`src/rtl/mesh_router_pkg.sv`:
```
package mesh_router_pkg;
  localparam int NUM_PORTS = 5;
  localparam int WORD_W    = 16;
  localparam int PAY_W     = 8;
  localparam int RSV_W     = 3;
  localparam int COORD_W   = 2;
  localparam int IDX_W     = $clog2(NUM_PORTS);

  typedef enum logic [IDX_W-1:0] {
    PORT_LOCAL = 3'd0,
    PORT_EAST  = 3'd1,
    PORT_WEST  = 3'd2,
    PORT_NORTH = 3'd3,
    PORT_SOUTH = 3'd4
  } port_e;

  typedef struct packed {
    logic [PAY_W-1:0]   payload;
    logic [RSV_W-1:0]   rsv;
    logic [COORD_W-1:0] dst_x;
    logic [COORD_W-1:0] dst_y;
    logic               req;
  } packet_t;

  // Dimension-ordered choice: X settles first, Y only when X matches.
  function automatic port_e xy_pick(input logic [COORD_W-1:0] dx,
                                    input logic [COORD_W-1:0] dy,
                                    input logic [COORD_W-1:0] cx,
                                    input logic [COORD_W-1:0] cy);
    port_e p;
    if (dx > cx)      p = PORT_EAST;
    else if (dx < cx) p = PORT_WEST;
    else if (dy > cy) p = PORT_SOUTH;
    else if (dy < cy) p = PORT_NORTH;
    else              p = PORT_LOCAL;
    return p;
  endfunction

  // Rebuild a word into the outgoing layout with the reserved field cleared.
  function automatic packet_t reframe(input packet_t p);
    packet_t o;
    o     = p;
    o.rsv = '0;
    return o;
  endfunction
endpackage

```
`src/rtl/router_in_regs.sv`:
```
module router_in_regs
  import mesh_router_pkg::*;
#(
  parameter int N = NUM_PORTS,
  parameter int W = WORD_W
) (
  input  logic                clk,
  input  logic                rst_n,
  input  logic [N-1:0][W-1:0] din,
  output logic [N-1:0][W-1:0] q
);
  for (genvar i = 0; i < N; i++) begin : g_port
    always_ff @(posedge clk) begin
      if (!rst_n) q[i] <= '0;
      else        q[i] <= din[i];
    end

    // each register holds the word seen at the previous edge
    p_capture_r1 : assert property (@(posedge clk) disable iff (!rst_n)
      rst_n |=> (q[i] == $past(din[i])));
  end
endmodule

```
`src/rtl/router_select.sv`:
```
module router_select
  import mesh_router_pkg::*;
#(
  parameter int N = NUM_PORTS,
  parameter int W = WORD_W
) (
  input  logic [N-1:0][W-1:0] held,
  input  logic [N-1:0]        grant,
  output packet_t             pick_pkt,
  output logic                pick_ok,
  output logic                grant_ok
);
  logic [W-1:0] mux_word;

  assign grant_ok = $onehot(grant);

  always_comb begin
    mux_word = '0;
    for (int i = 0; i < N; i++) begin
      if (grant[i]) mux_word = mux_word | held[i];
    end
  end

  assign pick_pkt = reframe(packet_t'(mux_word));
  assign pick_ok  = grant_ok && pick_pkt.req;

  // the reserved field never leaves the selector set
  always_comb begin
    a_rsv_clear_r3 : assert (pick_pkt.rsv == '0);
  end
endmodule

```
`src/rtl/router_route.sv`:
```
module router_route
  import mesh_router_pkg::*;
#(
  parameter int N = NUM_PORTS,
  parameter int W = WORD_W,
  parameter logic [COORD_W-1:0] NODE_X = 2'd1,
  parameter logic [COORD_W-1:0] NODE_Y = 2'd1
) (
  input  logic                clk,
  input  logic                rst_n,
  input  packet_t             pick_pkt,
  input  logic                pick_ok,
  output logic [N-1:0][W-1:0] out_q
);
  port_e                dir;
  logic [N-1:0][W-1:0]  out_d;
  logic [N-1:0]         busy;
  logic                 home_hit;

  assign dir      = xy_pick(pick_pkt.dst_x, pick_pkt.dst_y, NODE_X, NODE_Y);
  assign home_hit = pick_ok && (pick_pkt.dst_x == NODE_X) && (pick_pkt.dst_y == NODE_Y);

  always_comb begin
    for (int i = 0; i < N; i++) begin
      out_d[i] = (pick_ok && (dir == port_e'(IDX_W'(i)))) ? W'(pick_pkt) : '0;
    end
  end

  for (genvar i = 0; i < N; i++) begin : g_out
    always_ff @(posedge clk) begin
      if (!rst_n) out_q[i] <= '0;
      else        out_q[i] <= out_d[i];
    end
    assign busy[i] = |out_q[i];
  end

  // never more than one port carries a packet
  p_one_port_r7 : assert property (@(posedge clk) disable iff (!rst_n)
    $onehot0(busy));
  // nothing forwarded when the selection is not a live request
  p_drop_idle_r9 : assert property (@(posedge clk) disable iff (!rst_n)
    !pick_ok |=> (busy == '0));
  // a packet addressed to this node reaches the local port
  p_local_hit_r4 : assert property (@(posedge clk) disable iff (!rst_n)
    home_hit |=> busy[int'(PORT_LOCAL)]);
  // reset leaves every output clear
  p_reset_clear_r10 : assert property (@(posedge clk)
    !rst_n |=> (busy == '0));
endmodule

```
`src/rtl/mesh_router_node.sv`:
```
module mesh_router_node
  import mesh_router_pkg::*;
#(
  parameter logic [COORD_W-1:0] NODE_X = 2'd1,
  parameter logic [COORD_W-1:0] NODE_Y = 2'd1
) (
  input  logic                 clk,
  input  logic                 rst_n,
  input  logic [WORD_W-1:0]    local_in,
  input  logic [WORD_W-1:0]    east_in,
  input  logic [WORD_W-1:0]    west_in,
  input  logic [WORD_W-1:0]    north_in,
  input  logic [WORD_W-1:0]    south_in,
  input  logic [NUM_PORTS-1:0] grant,
  output logic [WORD_W-1:0]    local_out,
  output logic [WORD_W-1:0]    east_out,
  output logic [WORD_W-1:0]    west_out,
  output logic [WORD_W-1:0]    north_out,
  output logic [WORD_W-1:0]    south_out
);
  logic [NUM_PORTS-1:0][WORD_W-1:0] in_vec;
  logic [NUM_PORTS-1:0][WORD_W-1:0] held;
  logic [NUM_PORTS-1:0][WORD_W-1:0] out_vec;
  packet_t                          pick_pkt;
  logic                             pick_ok;
  logic                             grant_ok;

  assign in_vec[int'(PORT_LOCAL)] = local_in;
  assign in_vec[int'(PORT_EAST)]  = east_in;
  assign in_vec[int'(PORT_WEST)]  = west_in;
  assign in_vec[int'(PORT_NORTH)] = north_in;
  assign in_vec[int'(PORT_SOUTH)] = south_in;

  router_in_regs #(.N(NUM_PORTS), .W(WORD_W)) u_in (
    .clk(clk), .rst_n(rst_n), .din(in_vec), .q(held));

  router_select #(.N(NUM_PORTS), .W(WORD_W)) u_sel (
    .held(held), .grant(grant), .pick_pkt(pick_pkt),
    .pick_ok(pick_ok), .grant_ok(grant_ok));

  router_route #(.N(NUM_PORTS), .W(WORD_W), .NODE_X(NODE_X), .NODE_Y(NODE_Y)) u_route (
    .clk(clk), .rst_n(rst_n), .pick_pkt(pick_pkt), .pick_ok(pick_ok), .out_q(out_vec));

  assign local_out = out_vec[int'(PORT_LOCAL)];
  assign east_out  = out_vec[int'(PORT_EAST)];
  assign west_out  = out_vec[int'(PORT_WEST)];
  assign north_out = out_vec[int'(PORT_NORTH)];
  assign south_out = out_vec[int'(PORT_SOUTH)];

  // a grant that is not one-hot yields silent outputs
  p_bad_grant_r8 : assert property (@(posedge clk) disable iff (!rst_n)
    !grant_ok |=> ((local_out | east_out | west_out | north_out | south_out) == '0));
endmodule

```
`config.mk`:
```
export PLATFORM = sky130hd
export DESIGN_NAME = mesh_router_node
export DESIGN_NICKNAME = d
export VERILOG_FILES = /design/src/rtl/mesh_router_pkg.sv /design/src/rtl/router_in_regs.sv /design/src/rtl/router_select.sv /design/src/rtl/router_route.sv /design/src/rtl/mesh_router_node.sv
export SDC_FILE = /design/constraint.sdc
export NUM_CORES = 1
export LEC_CHECK = 0
export BUFFER_PORTS_ARGS = -buffer_cell sky130_fd_sc_hd__buf_2
export CORE_MARGIN = 3
export CORE_UTILIZATION = 34
export DETAILED_ROUTE_END_ITERATION = 10
export PLACE_DENSITY = 0.69
export SLEW_MARGIN = 5
export SYNTH_ARGS = -nofsm -noshare
export SYNTH_HDL_FRONTEND = slang
export SYNTH_SLANG_ARGS = --single-unit
```
`constraint.sdc`:
```
create_clock -name clk -period 2.7 [get_ports clk]
set_clock_uncertainty 0.1 [all_clocks]
set_input_delay 0.135 -clock clk [delete_from_list [all_inputs] [get_ports clk]]
set_output_delay 0.135 -clock clk [all_outputs]
set_load 0.005 [all_outputs]
```
==> results.md <==
* DP Area at 4730 um2
* Sw power at 0.000916 W
* Area contributors post-synth: dfxtp_1 65%, and2_1 10%, buf_4 4.0%
* Worst min path class: in2reg
* Wire length per cell at 13.2 um
* Area Overhead vs Synth at 49.3%
* CTS tree: done
* Die width at 114 um
* Initial Utilization at 35.8%
* Internal at 0.00353 W
* Synth top area share at 65.4%
* Worst Setup Start Kind: primary input
* Worst path cell trace: buf_2 > ha_1 > fa_1 > inv_1 > fa_1 > nand4_1 > a21oi_2 > nand4bb_1 > nor2_1
* DR DRC count at 0
* Resized Gates After CTS at 0
* EDFF count, synth at 0
* Root buf cell: clkbuf_16
* DR pass1 iterations at 5
* Placed Instances at 615
* Die H at 114 um
* Fraction of layout cells with a size suffix above 1 at 31.6%
* Syn avg cell area at 11.5 um2
* Cts bufs inserted at 17
* IO Count at 167
* Core area at 11100 um2
* CP max FO at 11
* Part of the power in combinational logic at 7.6%
* First-pass GRT wire length at 15300 um
* RSZ-0062 raised after global routing: no
* Status: complete, no violations
* Power per standard cell area at 748 nW/um2
* Crit path DAT at 2.31 ns
* Critical Path RT at 2.92 ns
* Total GRT Usage at 15.3%
* Cts hold-fix bufs at 65
* Fmax at 478 MHz
* Leakage at 2.87 nW
* Clock power frac at 47.2%
* Final Slew Violations at 0
* Clock Sinks at 130
* Critical path class: in2reg
* Skew-Pair Late Insertion Delay at 0.40 ns
* Worst IR drop on VDD at 0.000372 V
* Vias in the first global route at 3175
* Max-Cap Viols at 0
* # setup viols final at 0
* Fin. Hold Viols at 0
* Post-DRT Antenna Nets at 0
* Hpwl dp at 6170 um
* Initial drt markers at 170
* Post-CTS Setup Inserts at 0
* Routability Congestion at 0.698
* Fraction of power spent switching nets at 20.6%
* Num rows at 38
* Mapped Area at 3980 um2
* Count leader, synth: dfxtp_1
* Initial antenna violation count at 0
* Detailed Route WL at 9410 um
* Fin nets at 650
* GRT Residual Overflow at 0
* Setup TNS at 0 ns
* Synth Flop Type: dfxtp_1
* Pin count of the biggest net entering global routing at 66
* Worst Max-Slew Pin Slew at 0.510 ns
* Largest stage delay on the critical path at 0.47 ns
* Vias after detailed routing at 2993
* Routed vias/inst at 4.19
* Crit path top cell by count: fa_1
* Clk pin slew, worst setup/hold paths at 0.05 ns
* CP max-delay cell: fa_1
* Post-route cell area at 5940 um2
* Min Clock Period, post-route at 2.09 ns
* Top cells by count, synth: 130 x dfxtp_1, 65 x and2_1, 34 x nor2_1
* CTS max path bufs at 2
* Fin crit share at 77.4%
* Relative slew slack at 66.0%
* Post-Layout Cell Count at 714
* CTS H-tree lvls at 4
* PortBufs at 136
* Full die area at 13000 um2
* Total of warnings raised by yosys at 0
* Yosys reg bits at 130
* Seq pwr share at 45.2%
* CP endpoint kind: register
* Register area share after synthesis at 65.4%
* Yosys cell types at 25
* Share of flip-flops with an asynchronous set or reset at 0%
* Syn Inst Count at 345
* Dominant cell type by area after synthesis: dfxtp_1
-- flip-flops by register name, summed over array words and instances (netlist names) --
signal and count:
u_in.q 65, u_route.out_q 65
-- cells by family (layout without fill, tap and decap cells) --
family / after synthesis / after routing / synth area share [%]
other cells: 1 / 25 / 0.0942
compound gates: 23 / 23 / 6.70
flops: 130 / 130 / 65.4
fa+ha+maj: 4 / 4 / 1.63
buf+inv: 52 / 257 / 7.58
simple gates: 135 / 135 / 18.6
-- routing by layer --
| layer | vias to the layer above | GRT usage, % | wire length (um) |
|---|---|---|---|
| li1 | 1517 | - | - |
| met2 | 114 | 25.2 | 4670 |
| met4 | 0 | 7.44 | 80 |
| met3 | 8 | 5.34 | 710 |
| met1 | 1354 | 17.8 | 3950 |
| met5 | - | 0 | 0 |
-- critical path, delay by kind of cell --
kind            cells  cell delay (ns)
fa+ha+maj           3             0.94
simple gates        3             0.80
compound gates      1             0.28
buf+inv             2             0.16
-- power by group through the flow --
stage	clock network (W)	registers, W	logic, W
after detailed placement	0	0.00205	0.000265
after global placement	0	0.00205	0.000261
final	0.00210	0.00201	0.000338
after global routing	0.00224	0.00201	0.000382
after floorplan	0	0.00205	0.000172
after CTS	0.00215	0.00201	0.000337
-- area by class of cell --
type,count,area (um2)
fill,941,5180
sequential,130,2600
timing repair buffer,208,1380
multi-input combinational,185,1160
clock buffer,27,503
tap,140,175
inverter,17,63.8
clock inverter,5,50.0
antenna,2,5.00
-- stage by stage --
stage	util, %	setup WS (ns)	total power [W]	hold WS [ns]
3_5_place_dp	42.5	0.205	0.00231	0.243
2_1_floorplan	-	0.663	0.00222	0.162
6_report	53.4	0.610	0.00444	0.206
4_1_cts	53.4	0.603	0.00450	0.210
5_1_grt	53.4	0.419	0.00464	0.237
3_3_place_gp	42.5	0.254	0.00231	0.242
-- final timing paths --
check                  start  slack, ns                end  depth (start not counted)
setup / recovery    grant[2]       0.61  u_route.out_q[73]                          9
setup reg to reg  u_in.q[20]       0.76  u_route.out_q[73]                          4
hold reg to reg   u_in.q[59]       0.42  u_route.out_q[75]                          2
hold / removal         rst_n       0.21  u_route.out_q[33]                          5
-- placed cells by master (no fill, tap or decap) --
| cell type | count |
|---|---|
| nand3_1 | 1 |
| and3_1 | 4 |
| dlygate4sd3_1 | 65 |
| clkbuf_1 | 6 |
| nand2_2 | 1 |
| a221oi_2 | 8 |
| nor3_2 | 1 |
| a222oi_1 | 13 |
| nand4bb_1 | 1 |
| clkinv_2 | 4 |
| conb_1 | 23 |
| clkbuf_8 | 4 |
| fa_1 | 2 |
| nand3b_4 | 1 |
| buf_4 | 7 |
| a21oi_2 | 1 |
| buf_2 | 136 |
| clkbuf_16 | 17 |
| inv_1 | 17 |
| nand2_1 | 8 |
| diode_2 | 2 |
| nor3_1 | 16 |
| nand2b_1 | 2 |
| a22oi_1 | 1 |
| ha_1 | 2 |
| and2_1 | 65 |
| bufinv_16 | 1 |
| dfxtp_1 | 130 |
| nand4_1 | 1 |
| nor2_1 | 34 |
No activity file was read; power rests on OpenSTA's default activity.
